## config.mk

```make
export PLATFORM = sky130hd
export DESIGN_NAME = mseq8_source
export DESIGN_NICKNAME = d
export VERILOG_FILES = /design/src/rtl/mseq_pkg.sv /design/src/rtl/mseq_rst_sync.sv /design/src/rtl/mseq_rate_div.sv /design/src/rtl/mseq_lfsr.sv /design/src/rtl/mseq8_source.sv
export SDC_FILE = /design/constraint.sdc
export NUM_CORES = 1
export LEC_CHECK = 0
export BUFFER_PORTS_ARGS = -buffer_cell sky130_fd_sc_hd__buf_2
export CORE_UTILIZATION = 45
export CTS_CLUSTER_SIZE = 28
export DETAILED_ROUTE_END_ITERATION = 16
export GPL_ROUTABILITY_DRIVEN = 0
export PLACE_DENSITY = 0.68
export SLEW_MARGIN = 20
export SYNTH_ARGS = -nofsm -noshare
export SYNTH_HDL_FRONTEND = slang
export SYNTH_SLANG_ARGS = --single-unit
```

## constraint.sdc

```tcl
create_clock -name clk -period 0.9 [get_ports clk]
set_input_delay 0.27 -clock clk [delete_from_list [all_inputs] [get_ports clk]]
set_output_delay 0.27 -clock clk [all_outputs]
set_load 0.02 [all_outputs]
```

## src/rtl/mseq_pkg.sv

```systemverilog
package mseq_pkg;
  localparam int unsigned LFSR_W = 8;
  typedef logic [LFSR_W-1:0] lfsr_t;
  localparam lfsr_t ALL_ONES = '1;
  // feedback taps: stages 7,5,4,3 (polynomial 1 + x^2 + x^3 + x^4 + x^8)
  localparam lfsr_t TAP_MASK = 8'b1011_1000;

  function automatic lfsr_t lfsr_step(input lfsr_t s);
    lfsr_step = {s[LFSR_W-2:0], ^(s & TAP_MASK)};
  endfunction
endpackage

```

## src/rtl/mseq_rst_sync.sv

```systemverilog
module mseq_rst_sync #(
  parameter int unsigned STAGES = 2
) (
  input  logic clk,
  input  logic rst_n,
  output logic rst_sync_n
);
  logic [STAGES-1:0] sync_q;

  always_ff @(posedge clk or negedge rst_n) begin
    if (!rst_n) sync_q <= '0;
    else        sync_q <= {sync_q[STAGES-2:0], 1'b1};
  end

  assign rst_sync_n = sync_q[STAGES-1];
endmodule

```

## src/rtl/mseq_rate_div.sv

```systemverilog
module mseq_rate_div #(
  parameter int unsigned DIV_W = 8
) (
  input  logic             clk,
  input  logic             rst_n,
  input  logic             en_i,
  input  logic [DIV_W-1:0] div_i,
  output logic             tick_o
);
  logic [DIV_W-1:0] cnt_q, cnt_d;
  logic [DIV_W-1:0] last_cnt;

  always_comb begin
    last_cnt = (div_i == '0) ? '0 : div_i - 1'b1;
    tick_o   = en_i && (cnt_q >= last_cnt);
    cnt_d    = cnt_q;
    if (tick_o)    cnt_d = '0;
    else if (en_i) cnt_d = cnt_q + 1'b1;
  end

  always_ff @(posedge clk or negedge rst_n) begin
    if (!rst_n) cnt_q <= '0;
    else        cnt_q <= cnt_d;
  end
endmodule

```

## src/rtl/mseq_lfsr.sv

```systemverilog
module mseq_lfsr
  import mseq_pkg::*;
(
  input  logic  clk,
  input  logic  rst_n,
  input  logic  adv_i,
  input  logic  load_i,
  input  lfsr_t seed_i,
  output lfsr_t state_o,
  output logic  strobe_o,
  output logic  frame_o
);
  lfsr_t state_q, state_d;
  logic  strobe_q, strobe_d;
  logic  frame_q, frame_d;

  always_comb begin
    state_d  = state_q;
    strobe_d = 1'b0;
    frame_d  = 1'b0;
    if (load_i) begin
      state_d = (seed_i == '0) ? ALL_ONES : seed_i;
    end else if (adv_i) begin
      state_d  = lfsr_step(state_q);
      strobe_d = 1'b1;
      frame_d  = (state_d == ALL_ONES);
    end
  end

  always_ff @(posedge clk or negedge rst_n) begin
    if (!rst_n) begin
      state_q  <= ALL_ONES;
      strobe_q <= 1'b0;
      frame_q  <= 1'b0;
    end else begin
      state_q  <= state_d;
      strobe_q <= strobe_d;
      frame_q  <= frame_d;
    end
  end

  assign state_o  = state_q;
  assign strobe_o = strobe_q;
  assign frame_o  = frame_q;
endmodule

```

## src/rtl/mseq8_source.sv

```systemverilog
module mseq8_source
  import mseq_pkg::*;
#(
  parameter int unsigned DIV_W       = 8,
  parameter int unsigned SYNC_STAGES = 2
) (
  input  logic             clk,
  input  logic             rst_n,
  input  logic             en_i,
  input  logic [DIV_W-1:0] div_i,
  input  logic             load_i,
  input  logic [7:0]       seed_i,
  output logic             bit_o,
  output logic             strobe_o,
  output logic             frame_o
);
  logic  rst_sync_n;
  logic  tick;
  lfsr_t lfsr_state;

  mseq_rst_sync #(.STAGES(SYNC_STAGES)) u_rst (
    .clk        (clk),
    .rst_n      (rst_n),
    .rst_sync_n (rst_sync_n)
  );

  mseq_rate_div #(.DIV_W(DIV_W)) u_div (
    .clk    (clk),
    .rst_n  (rst_sync_n),
    .en_i   (en_i),
    .div_i  (div_i),
    .tick_o (tick)
  );

  mseq_lfsr u_lfsr (
    .clk      (clk),
    .rst_n    (rst_sync_n),
    .adv_i    (tick),
    .load_i   (load_i),
    .seed_i   (seed_i),
    .state_o  (lfsr_state),
    .strobe_o (strobe_o),
    .frame_o  (frame_o)
  );

  assign bit_o = lfsr_state[LFSR_W-1];
endmodule

```

==> results of run 1 <==
## Yosys cell counts, types with 2 or more instances
| cell type | number |
|---|---|
| nand4_1 | 2 |
| or3_1 | 2 |
| o2bb2ai_1 | 8 |
| or4_1 | 2 |
| xor2_1 | 5 |
| nor3_1 | 4 |
| nand3_1 | 5 |
| o21ai_0 | 2 |
| ha_1 | 10 |
| xnor2_1 | 5 |
| nor2_1 | 20 |
| dfstp_2 | 8 |
| dfrtp_1 | 12 |
| a21oi_2 | 5 |
| nand2b_1 | 2 |
| a21o_1 | 3 |
| nand2_1 | 8 |
| nor2b_1 | 3 |
| buf_2 | 2 |
| inv_1 | 4 |
| a21oi_1 | 4 |
## metrics by stage
step | hold slack (ps) | TNS (ps) | utilization | cell area (um2) | instances
after floorplan | -25.6 | -27490 | - | 1450 | 136
after global placement | 55.4 | -32630 | 0.669 | 1910 | 230
after detailed placement | 57.0 | -34410 | 0.669 | 1910 | 230
after CTS | 204 | -28520 | 0.742 | 2120 | 244
after global routing | 230 | -30830 | 0.769 | 2190 | 246
final | 197 | -28140 | 0.769 | 2190 | 246
## cell families (layout without fill, tap and decap cells)
family	after synthesis	count (layout)	synth area share
simple gates	57	57	0.228
compound gates	29	29	0.208
other cells	1	1	0.00270
xor+xnor	10	10	0.0630
flops	20	20	0.367
buf+inv	7	86	0.0261
mux	2	2	0.0153
fa+ha+maj	10	10	0.0900
## power by group through the flow
| stage | Clock (uW) | Sequential [uW] | Combinational, uW |
|---|---|---|---|
| 6_report | 728 | 1270 | 2280 |
| 5_1_grt | 779 | 1290 | 2460 |
| 4_1_cts | 750 | 1270 | 2090 |
| 3_5_place_dp | 0 | 1280 | 1870 |
| 3_3_place_gp | 0 | 1270 | 1800 |
| 2_1_floorplan | 0 | 1350 | 1060 |
## area by class of cell
cell class | instances | area [um2] | area share
inverters | 4 | 35.0 | 0.0160
clock inverters | 1 | 30.0 | 0.0137
flip-flops and latches | 20 | 510 | 0.233
repair buffers | 78 | 597 | 0.272
clock buffers | 3 | 22.5 | 0.0103
multi-input cells | 109 | 960 | 0.438
well taps | 31 | 38.8 | 0.0177
## metal layers
layer  vias to the layer above  part of all wire  global-route usage
li1                        643                 -                   -
met3                        16             0.030              0.0340
met4                         0             0.040               0.143
met5                         -                 0                   0
met1                       611              0.36               0.239
met2                        42              0.57               0.472
## sequential cells by signal, indices dropped and copies added, names as in the netlist
register         cells
u_div.cnt_q          8
u_lfsr.frame_o       1
u_lfsr.state_o       8
u_lfsr.strobe_o      1
u_rst.sync_q         2
## path summary, 6_finish.rpt
path	startpoint	to	depth (start not counted)
min in group clk	seed_i[6]	u_lfsr.state_o[6]	3
worst max register to register	u_div.cnt_q[0]	u_lfsr.state_o[3]	8
worst min register to register	u_rst.sync_q[1]	u_lfsr.frame_o	1
worst max-delay path	div_i[1]	u_lfsr.state_o[3]	14
worst min-delay path	u_rst.sync_q[1]	u_lfsr.frame_o	1
max in group asynchronous	u_rst.sync_q[1]	u_lfsr.state_o[1]	1
## worst register-to-register path, delay by kind of cell, from the launching register on
family,cells,cell delay [ps]
compound gates,3,730
flops,1,410
fa+ha+maj,1,200
simple gates,2,300
buf+inv,2,270
## what timing repair did
action	4_1_cts	5_1_grt
endpoints found under the setup margin	21	21
hold endpoints to repair	2	0
buffers inserted	9	5
hold buffers	1	0
pin swaps	4	10
resized for setup	20	14
==> key figures, run 1 <==
Power and ir drop
  – Max VDD drop: 0.00136 V
  – Power share of the clock group: 0.170
  – Overall power: approximately 4300 uW
  – Switching part of the total: 0.352
  – Comb power frac: 0.533
  – LEAKAGE: 0.000991 uW
  – Switching power: approximately 1500 uW
  – Sequential power share: 0.298
  – PD cells: 1950 mW/mm2
  – Internal power: 2780 uW

Clocking
  – # clock sinks: 20
  – CTS Root Cell: clkbuf_4
  – Max Root-Sink Buffers: 2
  – Worst-Skew Late Latency: between 300 and 400 ps
  – H-tree depth: 1
  – CTS Buf Count: 3
  – Worst-path clk slew: 120 ps
  – CTS tree: built

Logic synthesis
  – Unique masters post-synth: 41
  – Dominant synthesized flop cell: dfrtp_1
  – Largest cells by area after synthesis: dfrtp_1 (22%), dfstp_2 (15%), ha_1 (9.0%), nor2_1 (5.4%), o2bb2ai_1 (5.0%)
  – Post-synth top area share: 0.216
  – EDFF count, synth: 0
  – Sequential fraction of the synthesis area: 0.367
  – Yosys warning total: 0
  – Synth Net Count: about 170
  – Synth area leader: dfrtp_1
  – Synthesized flop and latch total: 20
  – Mapped Area: roughly 0.0014 mm2
  – Cells after synthesis: 136
  – Asr flop ratio synth: 1.00
  – Post-Syn Area per Cell: 10.2 um2

Critical path
  – CP top delay family: simple AND/OR/NAND/NOR gates
  – Max incr delay on CP: between 300 and 400 ps
  – CP Capture Type: flip-flop
  – CP startpoint kind: input port
  – Buf/Inv on CP: 3
  – Worst-path fanout max: 7
  – Slowest cell on crit path: a2111oi_4
  – Critical path class: input port to flip-flop
  – Signal arrival time at the worst endpoint: between 2000 and 3000 ps
  – Critical Path RT: 1120 ps
  – Critical path, cell by cell: buf_12, inv_12, ha_4, nor2b_4, nand3b_1, or3_4, and2_4, ha_4, nand2b_4, a2111oi_4, o32ai_4, buf_12, nor2_4, o2bb2ai_1
  – Reg2reg setup slack: -1100 ps

Drt
  – Drt first pass iters: 10
  – Wire per inst: 15.1 um
  – Detailed Route Iter0 Violations: 35
  – Final WL: 3710 um
  – Via density per instance: 5.33
  – Residual DRC: 1
  – Vias: 1312
  – Post-DRT Antenna Nets: 0

Final layout
  – Final nets: 246
  – Most frequent cells in the layout: buf_4 (51), buf_2 (17), nor2_1 (16), dfrtp_1 (12)
  – Commonest non-fill, non-tap cell in the layout: buf_4
  – Filler Cells Inserted: 198
  – Share of cells above drive strength 1: 0.577
  – Inserted Diodes: 0
  – Layout area overhead: 57.8%

Timing
  – RSZ-0062 raised after global routing: true
  – Setup Skew: 13.7 ps
  – Endpoints failing setup: 21
  – FMAX: between 300 and 400 MHz
  – Minimum clock period after layout: roughly 2500 ps
  – Setup ws final: -1600 ps
  – Fin. max-slew vios: 0
  – Period utilization: 2.78
  – Final hold violations: 0

GRT
  – Vias in the first global route: about 1500
  – Overall Global Routing Usage: 0.242
  – First-pass GRT wire length: a little over 6000 um
  – Largest net degree at the start of global routing: 19
  – Grt ovf: 0
  – Initial antenna violation count: 0

Placed design
  – I/O Buffers: 22
  – Hpwl dp: 2560 um
  – Pre-CTS setup slack: -1980 ps

Job
  – # Max-Cap Violations: 0

Floorplan
  – Die area: about 0.0033 mm2
  – FP Rows: 19
  – Die Y: between 50 and 60 um
  – Placeable Area: 0.00285 mm2
  – Initial Util: 0.487
  – Die Wd: 57.6 um
  – I/O pins: 23

Hold path
  – Worst hold path type: flip-flop to asynchronous set/reset pin

Status
  – Failing checks: DRC, setup timing
  – Status: finished with violations
(Power assumes the default switching activity.)
==> run 2, diff against run 1 <==
Settings changed: PLACE_DENSITY 0.68 to 0.69.
Clock period 0.9 ns to 2.2 ns, I/O delays scaled along.
==> key figures, run 2 (synthesis gave the netlist of run 1 again) <==
Clocking
  – # clock sinks: 20 (unchanged)
  – Worst-Skew Late Latency: 300 ps (about the same)
  – Max Root-Sink Buffers: 2 (unchanged)
  – CTS Root Cell: clkbuf_4
  – Worst-path clk slew: 110 ps (about the same)
  – CTS tree: built
  – H-tree depth: 1 (unchanged)
  – CTS Buf Count: 3 (unchanged)

Final layout
  – Inserted Diodes: 0 (unchanged)
  – Post-route cell area: 0.00190 mm2 (-13%)
  – Final nets: 214 (-13%)
  – Share of cells above drive strength 1: 0.508 (-0.0685)
  – Finished Core Util: 0.667 (-0.102)
  – Most frequent cells in the layout: nor2_1 (20), buf_2 (20), buf_4 (20), dfrtp_1 (12)
  – Finished Layout Cells: 214 (-13%)
  – Filler Cells Inserted: 239 (+21%)
  – Layout area overhead: 36.8%

Drt
  – Drt first pass iters: 10 (unchanged)
  – Via density per instance: 5.50 (+3.2%)
  – Residual DRC: 2 (+1)
  – Vias: 1178 (-10%)
  – Detailed Route Iter0 Violations: 37 (+5.7%)
  – Post-DRT Antenna Nets: 0 (unchanged)
  – Wire per inst: 14.7 um (-2.7%)
  – Final WL: 3140 um (-15%)

Critical path
  – Critical Path RT: 2430 ps (+1310 ps)
  – Signal arrival time at the worst endpoint: 3060 ps (+340 ps)
  – Reg2reg start: u_div.cnt_q[5]
  – Reg2reg setup slack: 200 ps (+1300 ps)
  – CP startpoint kind: input port
  – CP Capture Type: flip-flop
  – FF-to-FF End: u_lfsr.state_o[6]
  – Worst-path fanout max: 8 (+1)
  – Critical path class: input port to flip-flop
  – Cells on worst reg2reg path: 6 (-2)

Placed design
  – DP Area: 0.00170 mm2 (-11%)
  – Pre-CTS setup slack: -1010 ps (+970 ps)
  – Placed cells: 202 (-12%)
  – Hpwl dp: 2270 um (-11%)
  – I/O Buffers: 22 (unchanged)

Power and ir drop
  – LEAKAGE: 0.000822 uW (-17%)
  – Switching part of the total: 0.379 (+0.0269)
  – PD cells: 753 mW/mm2 (-61%)
  – Max VDD drop: 0.000466 V (-66%)
  – Internal power: 889 uW (-68%)
  – Comb power frac: 0.467 (-0.066)
  – Switching power: 543 uW (-64%)
  – Sequential power share: 0.405 (+0.107)
  – Power share of the clock group: 0.128 (-0.042)

Floorplan
  – I/O pins: 23 (unchanged)
  – Die Y: 57.6 um (unchanged)
  – Placeable Area: 0.00285 mm2 (unchanged)
  – Die area: 0.00332 mm2 (unchanged)
  – Die Wd: 57.6 um (unchanged)
  – Initial Util: 0.487 (unchanged)
  – FP Rows: 19 (unchanged)

Timing
  – Fin. max-slew vios: 0 (unchanged)
  – RSZ-0062 raised after global routing: true
  – Minimum clock period after layout: roughly 2800 ps
  – Endpoints failing setup: 18 (-14%)
  – Slew margin rel.: 0.509
  – FMAX: 354 MHz
  – Min Hold Slack: 121 ps (-75.7 ps)
  – Slew @ Worst Pin: 737 ps
  – Period utilization: 1.29
  – Setup Skew: 4.67 ps (-8.98 ps)
  – Final hold violations: 0 (unchanged)
  – Setup ws final: -629 ps (+973 ps)

GRT
  – Overall Global Routing Usage: 0.213 (-0.0297)
  – Vias in the first global route: 1248 (-14%)
  – Grt ovf: 0 (unchanged)
  – Initial antenna violation count: 0 (unchanged)
  – First-pass GRT wire length: 5340 um (-12%)
  – Largest net degree at the start of global routing: 19 (unchanged)

Hold path
  – Worst hold path type: input port to asynchronous set/reset pin

Status
  – Failing checks: DRC, setup timing
  – Status: finished with violations

Job
  – # Max-Cap Violations: 0 (unchanged)
## run 2: cell count changes in the layout (fill, tap and decap cells not counted), sizes merged
cell and delta:
dlygate4sd3 -1, bufinv -1, clkbuf +1, buf -31
## run 2: final cells by class
cell class	instances	area (um2)	area share
timing repair buffer	46	327	0.172
sequential	20	510	0.268
tap	31	38.8	0.0204
clock buffer	4	26.3	0.0138
multi-input combinational	109	965	0.507
inverter	4	35.0	0.0184
## run 2: routing by layer
layer / global-route usage / vias up / routed length [um]
li1: - / 577 / -
met1: 0.237 / 573 / 1210
met2: 0.409 / 22 / 1770
met3: 0.0136 / 6 / 72
met4: 0.0941 / 0 / 81
met5: 0 / - / 0
## run 2: power groups by stage
stage	registers, uW	clock network (uW)	logic [uW]
after floorplan	552	0	434
after global placement	573	0	543
after detailed placement	577	0	573
after CTS	572	189	640
after global routing	595	199	730
final	580	183	669
## run 2: how the worst max path moves through the flow
stage,from,to
after floorplan,div_i[1],u_lfsr.state_o[0]
after global placement,div_i[1],u_lfsr.state_o[5]
final,div_i[1],u_lfsr.state_o[6]
after CTS,div_i[1],u_lfsr.state_o[3]
after global routing,div_i[1],u_lfsr.state_o[6]
after detailed placement,div_i[1],u_lfsr.state_o[3]
## run 2: timing repair
item / 4_1_cts / 5_1_grt
hold endpoints to repair: 0 / 0
pin swaps: 15 / 10
gates resized for setup: 18 / 7
buffers inserted: 6 / 3
hold buffers: 0 / 0
setup endpoints to repair: 18 / 18
gates cloned: 0 / 0
## run 2: worst max-delay path: stages
cell and delay [ps]:
buf_12 110, inv_12 40, ha_4 120, nor2b_4 130, nand3b_1 100, or3_4 370
buf_4 150, nand2_1 60, ha_2 260, o21a_1 100, nor2_1 300, o32ai_4 220
nor2_4 280, o2bb2ai_1 150
## run 2: through the flow
stage | setup TNS (ps) | total power, uW
after floorplan | -11110 | 986
after global placement | -16320 | 1120
after detailed placement | -17080 | 1150
after CTS | -10010 | 1400
after global routing | -11890 | 1520
final | -9710 | 1430
